===== src/rtl/rc_pkg.sv =====
// Package rc_pkg
// Shared state encodings for the read-only cache controller and fill engine.
package rc_pkg;

    // Lookup controller states
    typedef enum logic [1:0] {
        CS_IDLE   = 2'd0,  // ready for a client request
        CS_LOOK   = 2'd1,  // RAM outputs valid, compare tag
        CS_WAIT   = 2'd2,  // miss queued, waiting for fill acknowledge
        CS_REPLAY = 2'd3   // tag installed, re-read arrays
    } ctrl_state_t;

    // Fill engine states
    typedef enum logic {
        FS_IDLE = 1'b0,    // waiting for a queued miss
        FS_RUN  = 1'b1     // fetching words of one line
    } fill_state_t;

endpackage


===== src/rtl/rc_fifo.sv =====
// Module rc_fifo
// Synchronous FIFO used to decouple the lookup controller from the fill engine.
// Assumes DEPTH is a power of two and callers never push when full nor pop
// when empty. Output shows the head entry combinationally.
module rc_fifo #(
    parameter int WIDTH = 8,
    parameter int DEPTH = 2
) (
    input  logic             clk,
    input  logic             rst_n,
    input  logic             push,
    input  logic [WIDTH-1:0] din,
    input  logic             pop,
    output logic [WIDTH-1:0] dout,
    output logic             empty,
    output logic             full
);
    localparam int PTR_W = (DEPTH > 1) ? $clog2(DEPTH) : 1;

    logic [WIDTH-1:0] store [DEPTH];
    logic [PTR_W:0]   wr_ptr;
    logic [PTR_W:0]   rd_ptr;

    // Pointer update on push and pop
    always_ff @(posedge clk) begin
        if (!rst_n) begin
            wr_ptr <= '0;
            rd_ptr <= '0;
        end else begin
            if (push) wr_ptr <= wr_ptr + 1'b1;
            if (pop)  rd_ptr <= rd_ptr + 1'b1;
        end
    end

    // Storage write
    always_ff @(posedge clk) begin
        if (push) store[wr_ptr[PTR_W-1:0]] <= din;
    end

    // Status and head output
    always_comb begin
        empty = (wr_ptr == rd_ptr);
        full  = (wr_ptr[PTR_W] != rd_ptr[PTR_W]) &&
                (wr_ptr[PTR_W-1:0] == rd_ptr[PTR_W-1:0]);
        dout  = store[rd_ptr[PTR_W-1:0]];
    end

endmodule


===== src/rtl/rc_ram.sv =====
// Module rc_ram
// Simple dual-port on-chip RAM: one synchronous write port and one synchronous
// read port. Read data appears one cycle after the read address. Contents are
// not reset; validity is tracked outside.
module rc_ram #(
    parameter int WIDTH = 32,
    parameter int DEPTH = 32
) (
    input  logic                     clk,
    input  logic                     we,
    input  logic [$clog2(DEPTH)-1:0] waddr,
    input  logic [WIDTH-1:0]         wdata,
    input  logic [$clog2(DEPTH)-1:0] raddr,
    output logic [WIDTH-1:0]         rdata
);
    logic [WIDTH-1:0] mem [DEPTH];

    // Write port
    always_ff @(posedge clk) begin
        if (we) mem[waddr] <= wdata;
    end

    // Registered read port
    always_ff @(posedge clk) begin
        rdata <= mem[raddr];
    end

endmodule


===== src/rtl/rc_ctrl.sv =====
// Module rc_ctrl
// Lookup controller. It accepts one client read at a time, reads the tag and
// data RAMs, and decides hit or miss against the valid flags. On a miss it
// queues the line address for the fill engine and stalls. When the acknowledge
// arrives it installs the tag and valid flag from the acknowledge payload and
// replays the lookup. Assumes the fill engine writes the data RAM before it
// acknowledges.
module rc_ctrl
    import rc_pkg::*;
#(
    parameter int ADDR_W = 12,
    parameter int DATA_W = 32,
    parameter int LINES  = 8,
    parameter int WORDS  = 4
) (
    input  logic                        clk,
    input  logic                        rst_n,
    input  logic                        req_valid,
    input  logic [ADDR_W-1:0]           req_addr,
    output logic                        req_ready,
    output logic                        rsp_valid,
    output logic [DATA_W-1:0]           rsp_data,
    // miss queue toward fill engine
    output logic                        miss_push,
    output logic [ADDR_W-$clog2(WORDS)-1:0] miss_line,
    // acknowledge queue from fill engine
    input  logic                        ack_empty,
    input  logic [ADDR_W-$clog2(WORDS)-1:0] ack_line,
    output logic                        ack_pop,
    // data RAM read port
    output logic [$clog2(LINES*WORDS)-1:0] dram_raddr,
    input  logic [DATA_W-1:0]           dram_rdata
);
    localparam int OFF_W  = $clog2(WORDS);
    localparam int IDX_W  = $clog2(LINES);
    localparam int TAG_W  = ADDR_W - OFF_W - IDX_W;
    localparam int LINE_W = ADDR_W - OFF_W;

    ctrl_state_t      state, state_nx;
    logic [ADDR_W-1:0] held_addr;
    logic [LINES-1:0]  valid_q;
    logic [IDX_W-1:0]  rd_idx;
    logic [OFF_W-1:0]  rd_off;
    logic [TAG_W-1:0]  tag_rdata;
    logic              tag_we;
    logic [IDX_W-1:0]  tag_widx;
    logic [TAG_W-1:0]  tag_wdata;
    logic [IDX_W-1:0]  held_idx;
    logic [TAG_W-1:0]  held_tag;
    logic              hit;
    logic              accept;

    assign held_idx = held_addr[OFF_W +: IDX_W];
    assign held_tag = held_addr[ADDR_W-1 -: TAG_W];

    // Tag storage in on-chip RAM
    rc_ram #(.WIDTH(TAG_W), .DEPTH(LINES)) u_tag_ram (
        .clk   (clk),
        .we    (tag_we),
        .waddr (tag_widx),
        .wdata (tag_wdata),
        .raddr (rd_idx),
        .rdata (tag_rdata)
    );

    // Array read address: live request when idle, held request otherwise
    always_comb begin
        if (state == CS_IDLE) begin
            rd_idx = req_addr[OFF_W +: IDX_W];
            rd_off = req_addr[OFF_W-1:0];
        end else begin
            rd_idx = held_idx;
            rd_off = held_addr[OFF_W-1:0];
        end
        dram_raddr = {rd_idx, rd_off};
    end

    // Hit detection and client-facing outputs
    always_comb begin
        req_ready = (state == CS_IDLE);
        accept    = req_valid && req_ready;
        hit       = (state == CS_LOOK) && valid_q[held_idx] && (tag_rdata == held_tag);
        rsp_valid = hit;
        rsp_data  = dram_rdata;
    end

    // Queue handshakes and tag install
    always_comb begin
        miss_push = (state == CS_LOOK) && !hit;
        miss_line = held_addr[ADDR_W-1:OFF_W];
        ack_pop   = (state == CS_WAIT) && !ack_empty;
        tag_we    = ack_pop;
        tag_widx  = ack_line[IDX_W-1:0];
        tag_wdata = ack_line[LINE_W-1 -: TAG_W];
    end

    // Next-state selection
    always_comb begin
        state_nx = state;
        unique case (state)
            CS_IDLE:   if (accept) state_nx = CS_LOOK;
            CS_LOOK:   state_nx = hit ? CS_IDLE : CS_WAIT;
            CS_WAIT:   if (!ack_empty) state_nx = CS_REPLAY;
            CS_REPLAY: state_nx = CS_LOOK;
            default:   state_nx = CS_IDLE;
        endcase
    end

    // State register
    always_ff @(posedge clk) begin
        if (!rst_n) state <= CS_IDLE;
        else        state <= state_nx;
    end

    // Capture the accepted address
    always_ff @(posedge clk) begin
        if (!rst_n)      held_addr <= '0;
        else if (accept) held_addr <= req_addr;
    end

    // Valid flags: cleared by reset, set when a fill is acknowledged
    always_ff @(posedge clk) begin
        if (!rst_n)      valid_q <= '0;
        else if (ack_pop) valid_q[tag_widx] <= 1'b1;
    end

endmodule


===== src/rtl/rc_fill.sv =====
// Module rc_fill
// Fill engine. It takes one line address from the miss queue, reads the
// words of that line from external memory in ascending offset order with a
// request held until acknowledged, writes each word into the data RAM, and
// then pushes the line address into the acknowledge queue. Assumes external
// memory raises mem_ack only while mem_req is high.
module rc_fill
    import rc_pkg::*;
#(
    parameter int ADDR_W = 12,
    parameter int DATA_W = 32,
    parameter int LINES  = 8,
    parameter int WORDS  = 4
) (
    input  logic                           clk,
    input  logic                           rst_n,
    input  logic                           miss_empty,
    input  logic [ADDR_W-$clog2(WORDS)-1:0] miss_line,
    output logic                           miss_pop,
    output logic                           ack_push,
    output logic [ADDR_W-$clog2(WORDS)-1:0] ack_line,
    output logic                           mem_req,
    output logic [ADDR_W-1:0]              mem_addr,
    input  logic                           mem_ack,
    input  logic [DATA_W-1:0]              mem_rdata,
    output logic                           dram_we,
    output logic [$clog2(LINES*WORDS)-1:0] dram_waddr,
    output logic [DATA_W-1:0]              dram_wdata
);
    localparam int OFF_W  = $clog2(WORDS);
    localparam int IDX_W  = $clog2(LINES);
    localparam int LINE_W = ADDR_W - OFF_W;
    localparam logic [OFF_W-1:0] LAST_OFF = OFF_W'(WORDS - 1);

    fill_state_t       fstate;
    logic [LINE_W-1:0] line_q;
    logic [OFF_W-1:0]  word_q;
    logic              last_word;

    // Memory request, RAM write and acknowledge generation
    always_comb begin
        miss_pop   = (fstate == FS_IDLE) && !miss_empty;
        mem_req    = (fstate == FS_RUN);
        mem_addr   = {line_q, word_q};
        last_word  = (word_q == LAST_OFF);
        dram_we    = mem_req && mem_ack;
        dram_waddr = {line_q[IDX_W-1:0], word_q};
        dram_wdata = mem_rdata;
        ack_push   = dram_we && last_word;
        ack_line   = line_q;
    end

    // Fill sequencing: load a line, step through its words
    always_ff @(posedge clk) begin
        if (!rst_n) begin
            fstate <= FS_IDLE;
            line_q <= '0;
            word_q <= '0;
        end else begin
            unique case (fstate)
                FS_IDLE: begin
                    if (!miss_empty) begin
                        line_q <= miss_line;
                        word_q <= '0;
                        fstate <= FS_RUN;
                    end
                end
                FS_RUN: begin
                    if (mem_ack) begin
                        word_q <= word_q + 1'b1;
                        if (last_word) fstate <= FS_IDLE;
                    end
                end
                default: fstate <= FS_IDLE;
            endcase
        end
    end

endmodule


===== src/rtl/ro_cache.sv =====
// Module ro_cache
// Direct-mapped read-only cache top. It joins the lookup controller, the data
// RAM, the two decoupling queues and the fill engine. Assumes word addressing,
// LINES and WORDS powers of two (each at least 2), and a single client that
// holds its request until accepted.
module ro_cache #(
    parameter int ADDR_W = 12,
    parameter int DATA_W = 32,
    parameter int LINES  = 8,
    parameter int WORDS  = 4
) (
    input  logic              clk,
    input  logic              rst_n,
    input  logic              req_valid,
    input  logic [ADDR_W-1:0] req_addr,
    output logic              req_ready,
    output logic              rsp_valid,
    output logic [DATA_W-1:0] rsp_data,
    output logic              mem_req,
    output logic [ADDR_W-1:0] mem_addr,
    input  logic              mem_ack,
    input  logic [DATA_W-1:0] mem_rdata
);
    localparam int OFF_W  = $clog2(WORDS);
    localparam int LINE_W = ADDR_W - OFF_W;
    localparam int DWORDS = LINES * WORDS;
    localparam int DA_W   = $clog2(DWORDS);

    logic              miss_push, miss_pop, miss_empty, miss_full;
    logic [LINE_W-1:0] miss_in, miss_out;
    logic              ack_push, ack_pop, ack_empty, ack_full;
    logic [LINE_W-1:0] ack_in, ack_out;
    logic              dram_we;
    logic [DA_W-1:0]   dram_waddr, dram_raddr;
    logic [DATA_W-1:0] dram_wdata, dram_rdata;
    logic              unused_full;

    assign unused_full = miss_full | ack_full;

    // Lookup controller
    rc_ctrl #(.ADDR_W(ADDR_W), .DATA_W(DATA_W), .LINES(LINES), .WORDS(WORDS)) u_ctrl (
        .clk        (clk),
        .rst_n      (rst_n),
        .req_valid  (req_valid),
        .req_addr   (req_addr),
        .req_ready  (req_ready),
        .rsp_valid  (rsp_valid),
        .rsp_data   (rsp_data),
        .miss_push  (miss_push),
        .miss_line  (miss_in),
        .ack_empty  (ack_empty),
        .ack_line   (ack_out),
        .ack_pop    (ack_pop),
        .dram_raddr (dram_raddr),
        .dram_rdata (dram_rdata)
    );

    // Miss queue toward the fill engine
    rc_fifo #(.WIDTH(LINE_W), .DEPTH(2)) u_miss_q (
        .clk   (clk),
        .rst_n (rst_n),
        .push  (miss_push),
        .din   (miss_in),
        .pop   (miss_pop),
        .dout  (miss_out),
        .empty (miss_empty),
        .full  (miss_full)
    );

    // Acknowledge queue back to the controller
    rc_fifo #(.WIDTH(LINE_W), .DEPTH(2)) u_ack_q (
        .clk   (clk),
        .rst_n (rst_n),
        .push  (ack_push),
        .din   (ack_in),
        .pop   (ack_pop),
        .dout  (ack_out),
        .empty (ack_empty),
        .full  (ack_full)
    );

    // Line data storage
    rc_ram #(.WIDTH(DATA_W), .DEPTH(DWORDS)) u_data_ram (
        .clk   (clk),
        .we    (dram_we),
        .waddr (dram_waddr),
        .wdata (dram_wdata),
        .raddr (dram_raddr),
        .rdata (dram_rdata)
    );

    // Fill engine
    rc_fill #(.ADDR_W(ADDR_W), .DATA_W(DATA_W), .LINES(LINES), .WORDS(WORDS)) u_fill (
        .clk        (clk),
        .rst_n      (rst_n),
        .miss_empty (miss_empty),
        .miss_line  (miss_out),
        .miss_pop   (miss_pop),
        .ack_push   (ack_push),
        .ack_line   (ack_in),
        .mem_req    (mem_req),
        .mem_addr   (mem_addr),
        .mem_ack    (mem_ack),
        .mem_rdata  (mem_rdata),
        .dram_we    (dram_we),
        .dram_waddr (dram_waddr),
        .dram_wdata (dram_wdata)
    );

endmodule


===== config.mk =====
export PLATFORM = sky130hd
export DESIGN_NAME = ro_cache
export DESIGN_NICKNAME = d
export VERILOG_FILES = /design/src/rtl/rc_pkg.sv /design/src/rtl/rc_fifo.sv /design/src/rtl/rc_ram.sv /design/src/rtl/rc_ctrl.sv /design/src/rtl/rc_fill.sv /design/src/rtl/ro_cache.sv
export SDC_FILE = /design/constraint.sdc
export NUM_CORES = 1
export LEC_CHECK = 0
export BUFFER_PORTS_ARGS = -buffer_cell sky130_fd_sc_hd__buf_4
export CELL_PAD_IN_SITES_DETAIL_PLACEMENT = 1
export CELL_PAD_IN_SITES_GLOBAL_PLACEMENT = 2
export CORE_ASPECT_RATIO = 1.2
export CORE_MARGIN = 2
export CORE_UTILIZATION = 42
export CTS_CLUSTER_SIZE = 14
export DETAILED_ROUTE_END_ITERATION = 10
export HOLD_SLACK_MARGIN = 0.08
export PLACE_DENSITY_LB_ADDON = 0.1
export SLEW_MARGIN = 40
export SYNTH_ARGS = -nofsm -noshare
export SYNTH_HDL_FRONTEND = slang
export SYNTH_SLANG_ARGS = --single-unit

===== constraint.sdc =====
create_clock -name clk -period 2.61 [get_ports clk]
set_input_delay 0.261 -clock clk [delete_from_list [all_inputs] [get_ports clk]]
set_output_delay 0.261 -clock clk [all_outputs]
set_load 0.005 [all_outputs]

## Word level (Yosys, flattened, before mapping)

Memory sizes are Yosys's and may differ from the RTL's. A register that Yosys moved wholly into a read port is not among the register bits.
Index checks and enable logic that the tools add are counted.

- Bits in registers: 33
- RAM bits: 1120
- Input bits: 48
- Output and inout port bits: 47
- Logic and storage cells: 79
- Memories: 4

Memories:

| name | words | width | rd ports | clocked after Yosys merged registers in | write ports | line | RTL |
|---|---|---|---|---|---|---|---|
| u_data_ram.mem | 32 | 32 | 1 | 1 | 1 | rc_ram.sv:16 | `logic [WIDTH-1:0] mem [DEPTH];` |
| u_ctrl.u_tag_ram.mem | 8 | 7 | 1 | 1 | 1 | rc_ram.sv:16 |  |
| u_ack_q.store | 2 | 10 | 1 | 1 | 1 | rc_fifo.sv:20 | `logic [WIDTH-1:0] store [DEPTH];` |
| u_miss_q.store | 2 | 10 | 1 | 1 | 1 | rc_fifo.sv:20 |  |

- Add/sub/neg operators: 5
- Order comparisons: 3
- Equal/unequal tests: 11
- Mux-type cells: 27
- Bitwise gates (word level): 3
- Reduce and logical (&&, ||, !) cells: 17

Operator list:

| operator | count |
|---|---|
| $mux W1 | 15 |
| $mux W2 | 6 |
| $add A2 B1 Y2 const B | 5 |
| $logic_and A1 B1 Y1 | 9 |
| $lt A3 B4 Y1 const B | 2 |
| $or A8 B8 Y8 | 1 |
| $pmux W2 S4 | 1 |
| $eq A7 B7 Y1 | 1 |
| $eq A2 B2 Y1 const B | 3 |
| $ne A2 B2 Y1 const B | 3 |
| $reduce_and A2 Y1 | 3 |
| $eq A2 B2 Y1 | 2 |
| $logic_not A1 Y1 | 4 |
| $pmux W2 S2 | 1 |
| $bmux W1 S3 | 1 |
| $demux W1 S3 | 1 |
| $ge A3 B1 Y1 const B | 1 |
| $mux W3 | 1 |
| $eq A2 B1 Y1 const B | 1 |
| $logic_not A2 Y1 | 1 |
| $ne A2 B1 Y1 const B | 1 |
| $not A1 Y1 | 2 |
| $pmux W1 S2 | 1 |

## Longest topological paths before layout

Gate-level depths: netlist of the first run.

- Word-level depth: 8
- Depth in mapped cells: 11
- Depth with buffers taken out: 7

## Hierarchy

A second synthesis of the first run with hierarchy kept.

- Cell total of the unflattened synthesis: 2737
- Area total of the unflattened synthesis: 47132.7 µm²

Modules (own cells, without submodules):

| module | instances | cells an instance | area each (µm²) | seq. area each (µm²) |
|---|---|---|---|---|
| rc_ram (u_data_ram) | 1 | 2260 | 40485.1 | 31390.1 |
| rc_ram (u_ctrl.u_tag_ram) | 1 | 101 | 2366.0 | 1821.7 |
| rc_fifo | 2 | 54 | 978.4 | 700.7 |
| rc_ctrl | 1 | 161 | 1420.1 | 440.4 |
| rc_fill | 1 | 107 | 904.6 | 260.2 |

## Worst setup path after synthesis of the first run

No wires, ideal clock.

- Kind: reg-to-reg
- Start: reg u_fill.fstate, in the netlist u_fill.mem_req
- End: mem u_data_ram.mem[31][0] (enable)
- Setup time: 0.421 ns
- Arrival time: 2.376 ns
- Required time: 2.189 ns
- Path slack: -0.188 ns
- Cell stages (with the launch flop): 6
- Path buffers: 2
- Period minus slack after synthesis: 2.798 ns
- Cell sequence: dfxtp_1 -> and2_1 -> clkbuf_1 -> nand2_1 -> clkbuf_1 -> nor2_1

- Longest elaborated chain between the ends: 3

Ends and longest elaborated chain:

| item | line | RTL |
|---|---|---|
| start, declared | rc_fill.sv:35 | `fill_state_t fstate;` |
| start signal, assigned | rc_fill.sv:56 | `fstate <= FS_IDLE;` |
| start signal, assigned | rc_fill.sv:65 | `fstate <= FS_RUN;` |
| start signal, assigned | rc_fill.sv:71 | `if (last_word) fstate <= FS_IDLE;` |
| $logic_and A1 B1 Y1 | rc_fill.sv:46 | `dram_we = mem_req && mem_ack;` |
| $mux W1 | rc_ram.sv:20 | `if (we) mem[waddr] <= wdata;` |
| $mux W1 (not written as such) | rc_ram.sv:20 |  |
| end, declared | rc_ram.sv:16 |  |

No other way between the ends.

## Final worst setup path of the first run

- Start: reg u_ctrl.state[0]
- End: reg u_data_ram.rdata[6] (read register of u_data_ram.mem)

- Longest elaborated chain between the ends: 2
- Elaborated cells between the ends (all ways): 3
- Those cells by class: mux (2); reduce/logical (1)

Ends and longest elaborated chain:

| item | line | RTL |
|---|---|---|
| start, declared | rc_ctrl.sv:39 | `ctrl_state_t state, state_nx;` |
| start signal, assigned | rc_ctrl.sv:112 | `else state <= state_nx;` |
| $logic_not A2 Y1 (*) | rc_ctrl.sv:68 | `if (state == CS_IDLE) begin` |
| $mux W2 / $mux W3 (equally long branches) | rc_ctrl.sv:68 |  |
| end, declared | rc_ram.sv:14 | `output logic [WIDTH-1:0] rdata` |

Every way passes the cells marked *; elsewhere a longest branch is shown, timed or not.
A chain may end at the register's enable or synchronous reset.

==> reports/results.tsv, run 1 <==
metric	value	unit
result of the run	completed	
starting utilization of the core area	42.4	%
Total Die Area	0.115	mm2
count of vias placed by the detailed router	28717	
CP Launch Type	flip-flop	
path class of the lowest-slack min-delay path	in -> reg	
clock latency on the worst-skew pair	760	ps
min cycle time layout	2550	ps
Longest Clk Path Bufs	3	
GRT Overall Usage	25.9	%
row cnt	134	
setup repair after global routing missed its margin	true	
post-synthesis cell area	0.0471	mm2
number of library cell types mapped by synthesis	57	
total CTS buffers	131	
clock root buffer	clkbuf_16	
Die Wd	310	um
endpoint arrival time on the critical path	3210	ps
DIE HEIGHT	371	um
average instance area after synthesis	15.2	um2
CTS tree	built	
CP Class	reg -> reg	
Achievable Freq	0.392	GHz
Layout Nets	3412	
Post-Place Worst Slack	11.3	ps
total routed wirelength	147000	um
drt pass-1 iters	8	
worst reg-to-reg setup slack	60	ps
Layout Skew	20.6	ps
vias in the first global route	30199	
average wire length per cell after detail routing	29.6	um
number of enable-type register cells in the synthesized netlist	1120	
placed cells	4666	
CP Capture Type	flip-flop	
Clock Sink Count	1203	
number of synthesized register bits	1203	
sequential fraction of the synthesis area	74.9	%
most frequently used flop master after synthesis	edfxtp_1	
async set-reset flop share out of synthesis	0	%
number of nets produced by synthesis	3150	
Crit Path Max Fanout	17	
area of the core region	0.111	mm2
Period Utilization, post-route	97.9	%
DRT iter0 DRCs	2158	
reported max-cap violation count	0	
required arrival time at the worst endpoint	3270	ps
# H-tree levels	4	
static leakage	0.0187	uW
count of mapped cells out of synthesis	3095	
maximum number of pins on one net before global-route repair	56	
number of setup violations in the final report	0	
clock slew at the register clock pins of the worst setup and hold paths	60	ps
global-route congestion overflow total	0	
port bufs	94	
Detailed Place HPWL	86600	um
antenna violations before repair	4	
worst-case vdd ir drop	0.000570	V
top-level I/O count	95	
count of yosys warnings during synthesis	0	
Antenna Nets Post-Route	0	
first-pass GRT wire length	212000	um
max-slew headroom at the worst pin	57.2	%
worst-margin pin slew	642	ps
final worst slack	56.1	ps
area added between synthesis and finish	19.3	%
number of standard cells in the final layout excluding fillers	4957	
count of final hold-check violations	0	
vias per cell	5.79	
placer congestion estimate	0.773	
fraction of final layout cells sized beyond drive strength 1	18.5	%
Slew Viols, Final	0	
drt drc	0	
power per cell area	854	mW/mm2
[report_power, final]
part           internal (uW)  switching, uW
clock network          10900           7520
registers              21700            512
logic                   2900           4500
total                  35500          12500
[through the flow]
step	TNS (ps)	hold WS [ps]	util [%]	cell area (um2)	total power (uW)
after floorplan	-96510	360	-	47200	26300
after global placement	0	445	46.1	51400	29700
after detailed placement	0	455	46.1	51400	29900
after CTS	0	265	50.4	56100	48400
after global routing	-82.9	311	50.5	56200	49600
final	0	327	50.5	56200	48000
[layout by cell type, fill, tap and decap left out, types with 18 or more instances in the layout]
cell           Yosys  routed
buf_12             0      66
clkinv_1           1      18
nand2_1          592     589
a21oi_1          150     149
a31oi_1           66      63
a221oi_1          32      32
a32oi_1           67      64
a211oi_1          44      44
dlygate4sd3_1      0      48
nand3_1          133     133
a22oi_1           31      30
nor2_1            77      45
buf_4             20     229
mux2i_1          139     138
dfxtp_1           83      81
o22a_1            31      31
o22ai_1           31      30
clkbuf_16          0     137
edfxtp_1        1120    1120
clkbuf_1         101      38
o211ai_1          62      62
o311a_1           32      32
mux4_2            49      49
nor4_2            31      32
nor2_4             0      32
[synthesized netlist by cell type, types with 3 or more instances]
cell type / count / share of area, %
a211oi_1: 44 / 0.70
and2_1: 4 / 0.053
xnor2_1: 16 / 0.30
buf_1: 7 / 0.056
nor2_1: 77 / 0.61
edfxtp_1: 1120 / 71
ha_1: 7 / 0.19
o311a_1: 32 / 0.68
nor4_2: 31 / 0.82
nand3b_1: 5 / 0.080
a32oi_1: 67 / 1.2
mux4_2: 49 / 2.3
mux2_2: 16 / 0.38
o21a_1: 5 / 0.080
nand2b_1: 3 / 0.040
clkbuf_1: 101 / 0.80
dfxtp_1: 83 / 3.5
buf_4: 20 / 0.32
o211ai_1: 62 / 0.99
buf_6: 8 / 0.19
a221oi_1: 32 / 0.59
nand3_1: 133 / 1.4
mux2i_1: 139 / 3.0
o22ai_1: 31 / 0.41
a31oi_1: 66 / 0.88
buf_2: 85 / 0.90
a21oi_1: 150 / 1.6
nand2_1: 592 / 4.7
nor3_1: 3 / 0.032
inv_1: 11 / 0.088
o22a_1: 31 / 0.58
a22oi_1: 31 / 0.49
[sequential cells by signal, indices dropped and copies added (netlist names), named ones only]
name	flops
u_ack_q.rd_ptr	2
u_ack_q.store	20
u_ack_q.wr_ptr	2
u_ctrl.held_addr	12
u_ctrl.state	2
u_ctrl.u_tag_ram.mem	56
u_ctrl.u_tag_ram.rdata	7
u_ctrl.valid_q	8
u_data_ram.mem	1024
u_data_ram.rdata	32
u_fill.ack_line	10
u_fill.mem_req	1
u_fill.word_q	2
u_miss_q.rd_ptr	2
u_miss_q.store	20
u_miss_q.wr_ptr	2
[path summary, 6_finish.rpt]
path,start,end,depth (start not counted)
max,u_ctrl.state[0],u_data_ram.rdata[6],10
min,req_addr[5],u_ctrl.held_addr[5],4
min reg2reg,u_ctrl.valid_q[1],u_ctrl.valid_q[1],1
max reg2reg,u_ctrl.state[0],u_data_ram.rdata[6],10
[final cells by class]
cell class	instances	area (um2)
Fill cell	10729	55100
Antenna cell	1	2.50
Tap cell	1496	1870
Timing Repair Buffer	350	3640
Inverter	12	45.0
Clock buffer	183	3680
Clock inverter	53	549
Multi-Input combinational cell	1659	11200
Sequential cell	1203	35300
[logic make-up (layout without fill, tap and decap cells)]
family	Yosys count	after routing	share of synthesized area [%]
flops	1203	1203	74.9
simple gates	861	861	7.96
compound gates	564	564	8.45
buf+inv	233	598	2.37
mux	209	209	5.85
xor+xnor	18	18	0.334
fa+ha+maj	7	7	0.186
other cells	0	1	0
[worst max-delay path, stage by stage (launching register included)]
cell and delay (ps):
dfxtp_1 330, inv_1 120, ha_4 260, mux2i_4 350
buf_12 220, buf_12 190, buf_4 170, nand2_1 60
a32oi_1 210, a31oi_1 180, nor4_2 340
[timing repair]
item / 4_1_cts / 5_1_grt
endpoints found under the setup margin: 3 / 21
setup buffers: 1 / 4
gates resized for setup: 1 / 13
pin swaps: 0 / 1
hold buffers: 48 / 0
endpoints found under the hold margin: 1051 / 0
cloned: 1 / 0
[metal layers]
layer / global-route usage, % / share of wire [%] / up-vias
li1: - / - / 12531
met1: 33.4 / 42 / 15121
met2: 43.7 / 50 / 794
met3: 4.44 / 4.9 / 265
met4: 9.98 / 3.6 / 6
met5: 0 / 0.022 / -
Power figures use the tool's default switching activity.
==> run 2: changes to the inputs <==
Settings changed: CORE_UTILIZATION 42 to 46.
Clock period 2.61 ns to 2.72 ns, I/O delays scaled along.
==> run 2 against run 1 <==
Effect of this change: combinational power fell by 7.0%; critical path depth is 3 lower; final cell count shrank 3.4%; first-iteration DRC count grew 8.2%; total power down 6.5%; worst setup slack gained 23 ps; non-clock buffer count shrank 28; critical path type unchanged; critical endpoint is now u_ctrl.u_tag_ram.rdata[6].
==> reports/results.tsv, run 2 (synthesis gave the netlist of run 1 again) <==
metric	value	unit
power share of the combinational group	15.3	%
total CTS buffers	119	
top routing layer used	met5	
total routed wirelength	146000	um
port bufs	94	
setup repair after global routing missed its margin	true	
endpoint arrival time on the critical path	3210	ps
commonest cells after routing, fill and taps aside	edfxtp_1 (1120), nand2_1 (589), buf_4 (213)	
top-level I/O count	95	
drt drc	0	
power per cell area	811	mW/mm2
count of final hold-check violations	0	
max FFs per register	1024	
DRT iter0 DRCs	2335	
# H-tree levels	3	
first element of the critical path	u_ctrl.state[0]	
source of the worst register-to-register timing path	u_ctrl.state[0]	
required arrival time at the worst endpoint	3290	ps
Total Die Area	0.105	mm2
Achievable Freq	0.379	GHz
Reg with most FFs	u_data_ram.mem	
max-slew headroom at the worst pin	51.7	%
Clock Sink Count	1203	
internal power	33000	uW
GRT Overall Usage	28.0	%
vias in the first global route	30611	
total power	44900	uW
Core Util, Final	54.6	%
CP Capture Type	flip-flop	
Detailed Place HPWL	83100	um
path class of the lowest-slack min-delay path	in -> reg	
switching power	11900	uW
total routed wire length on the met1 layer	60400	um
met2 layer wire length in the routed design	74200	um
clock root buffer	clkbuf_16	
Crit Path Max Fanout	14	
maximum number of pins on one net before global-route repair	85	
clock slew at the register clock pins of the worst setup and hold paths	60	ps
worst-margin pin slew	725	ps
reported max-cap violation count	0	
Clock Power Share	37.2	%
antenna violations before repair	7	
count of vias placed by the detailed router	28797	
Slew Viols, Final	0	
registers with the highest flip-flop counts	u_data_ram.mem: 1024 flops, u_ctrl.u_tag_ram.mem: 56 flops, u_data_ram.rdata: 32 flops	
vias per cell	6.01	
worst-case vdd ir drop	0.000575	V
placer congestion estimate	0.797	
CP Launch Type	flip-flop	
CTS tree	built	
clock latency on the worst-skew pair	710	ps
min cycle time layout	2640	ps
Longest Clk Path Bufs	3	
average wire length per cell after detail routing	30.5	um
Antenna Nets Post-Route	0	
Switching Share	26.4	%
first-pass GRT wire length	213000	um
static leakage	0.0184	uW
DIE HEIGHT	355	um
Period Utilization, post-route	97.1	%
fraction of final layout cells sized beyond drive strength 1	17.6	%
result of the run	completed	
Layout Nets	3372	
area of the core region	0.102	mm2
Die Wd	296	um
CP Class	reg -> reg	
Layout Skew	25.9	ps
row cnt	128	
number of setup violations in the final report	0	
global-route congestion overflow total	0	
most common cell after layout, fill and taps aside	edfxtp_1	
area added between synthesis and finish	17.5	%
starting utilization of the core area	46.4	%
drt pass-1 iters	5	
met3 wire len	6940	um
Sequential Power Share	47.5	%
Setup Total Neg Slack	0	ps
critical hold path startpoint	req_addr[5]	
[run 2: changes by cell type in the layout (fill, tap and decap cells not counted), moves of 4 or more]
cell and change:
clkinv_1 +17, clkinv_2 +5, clkbuf_16 -18, clkbuf_1 -16, bufinv_16 +4, buf_12 -8, buf_4 -16
[run 2: area by class of cell]
type | count | area, um2
Fill cell | 9570 | 46100
Sequential cell | 1203 | 35300
Multi-Input combinational cell | 1659 | 11100
Timing Repair Buffer | 322 | 3270
Clock buffer | 146 | 3130
Tap cell | 1365 | 1710
Clock inverter | 81 | 805
Inverter | 12 | 45.0
Antenna cell | 2 | 5.00
[run 2: what timing repair did]
action,in CTS,in global routing
pin swaps,0,8
gates resized for setup,0,9
buffers inserted,2,1
hold buffers,48,0
setup endpoints to repair,5,15
hold endpoints to repair,1051,0
[run 2: final timing paths]
check,endpoint,slack [ps],depth (start not counted)
hold / removal,u_ctrl.held_addr[5],390,4
setup / recovery,u_ctrl.u_tag_ram.rdata[6],80,7
setup reg to reg,u_ctrl.u_tag_ram.rdata[6],80,7
hold reg to reg,u_ctrl.valid_q[3],470,1
[run 2: through the flow]
step	instances	area (um2)	hold WS [ps]	worst slack [ps]
global placement	4511	50900	443	53.0
floorplan	3095	47100	371	-77.5
finish	4790	55400	390	79.1
CTS	4787	55300	338	10.7
detailed placement	4511	50900	456	-13.1
global route	4789	55400	393	-12.2
[run 2: critical path: stages (launching register included)]
cell and delay (ps):
dfxtp_1 330, inv_1 120, ha_4 260, buf_4 270, mux2i_4 490, buf_12 240, mux4_2 510, mux2_2 280
[run 2: power by group through the flow]
stage / clock network, uW / registers [uW] / logic (uW)
floorplan: 0 / 21400 / 3790
global placement: 0 / 21700 / 6600
finish: 16700 / 21300 / 6880
detailed placement: 0 / 21700 / 6760
global route: 17600 / 21300 / 7380
CTS: 17000 / 21300 / 6890
[run 2: per-layer routing]
metal	global-route usage, %	up-vias
met4	8.52	4
li1	-	12452
met5	0	-
met3	3.85	249
met1	36.9	15290
met2	48.2	802
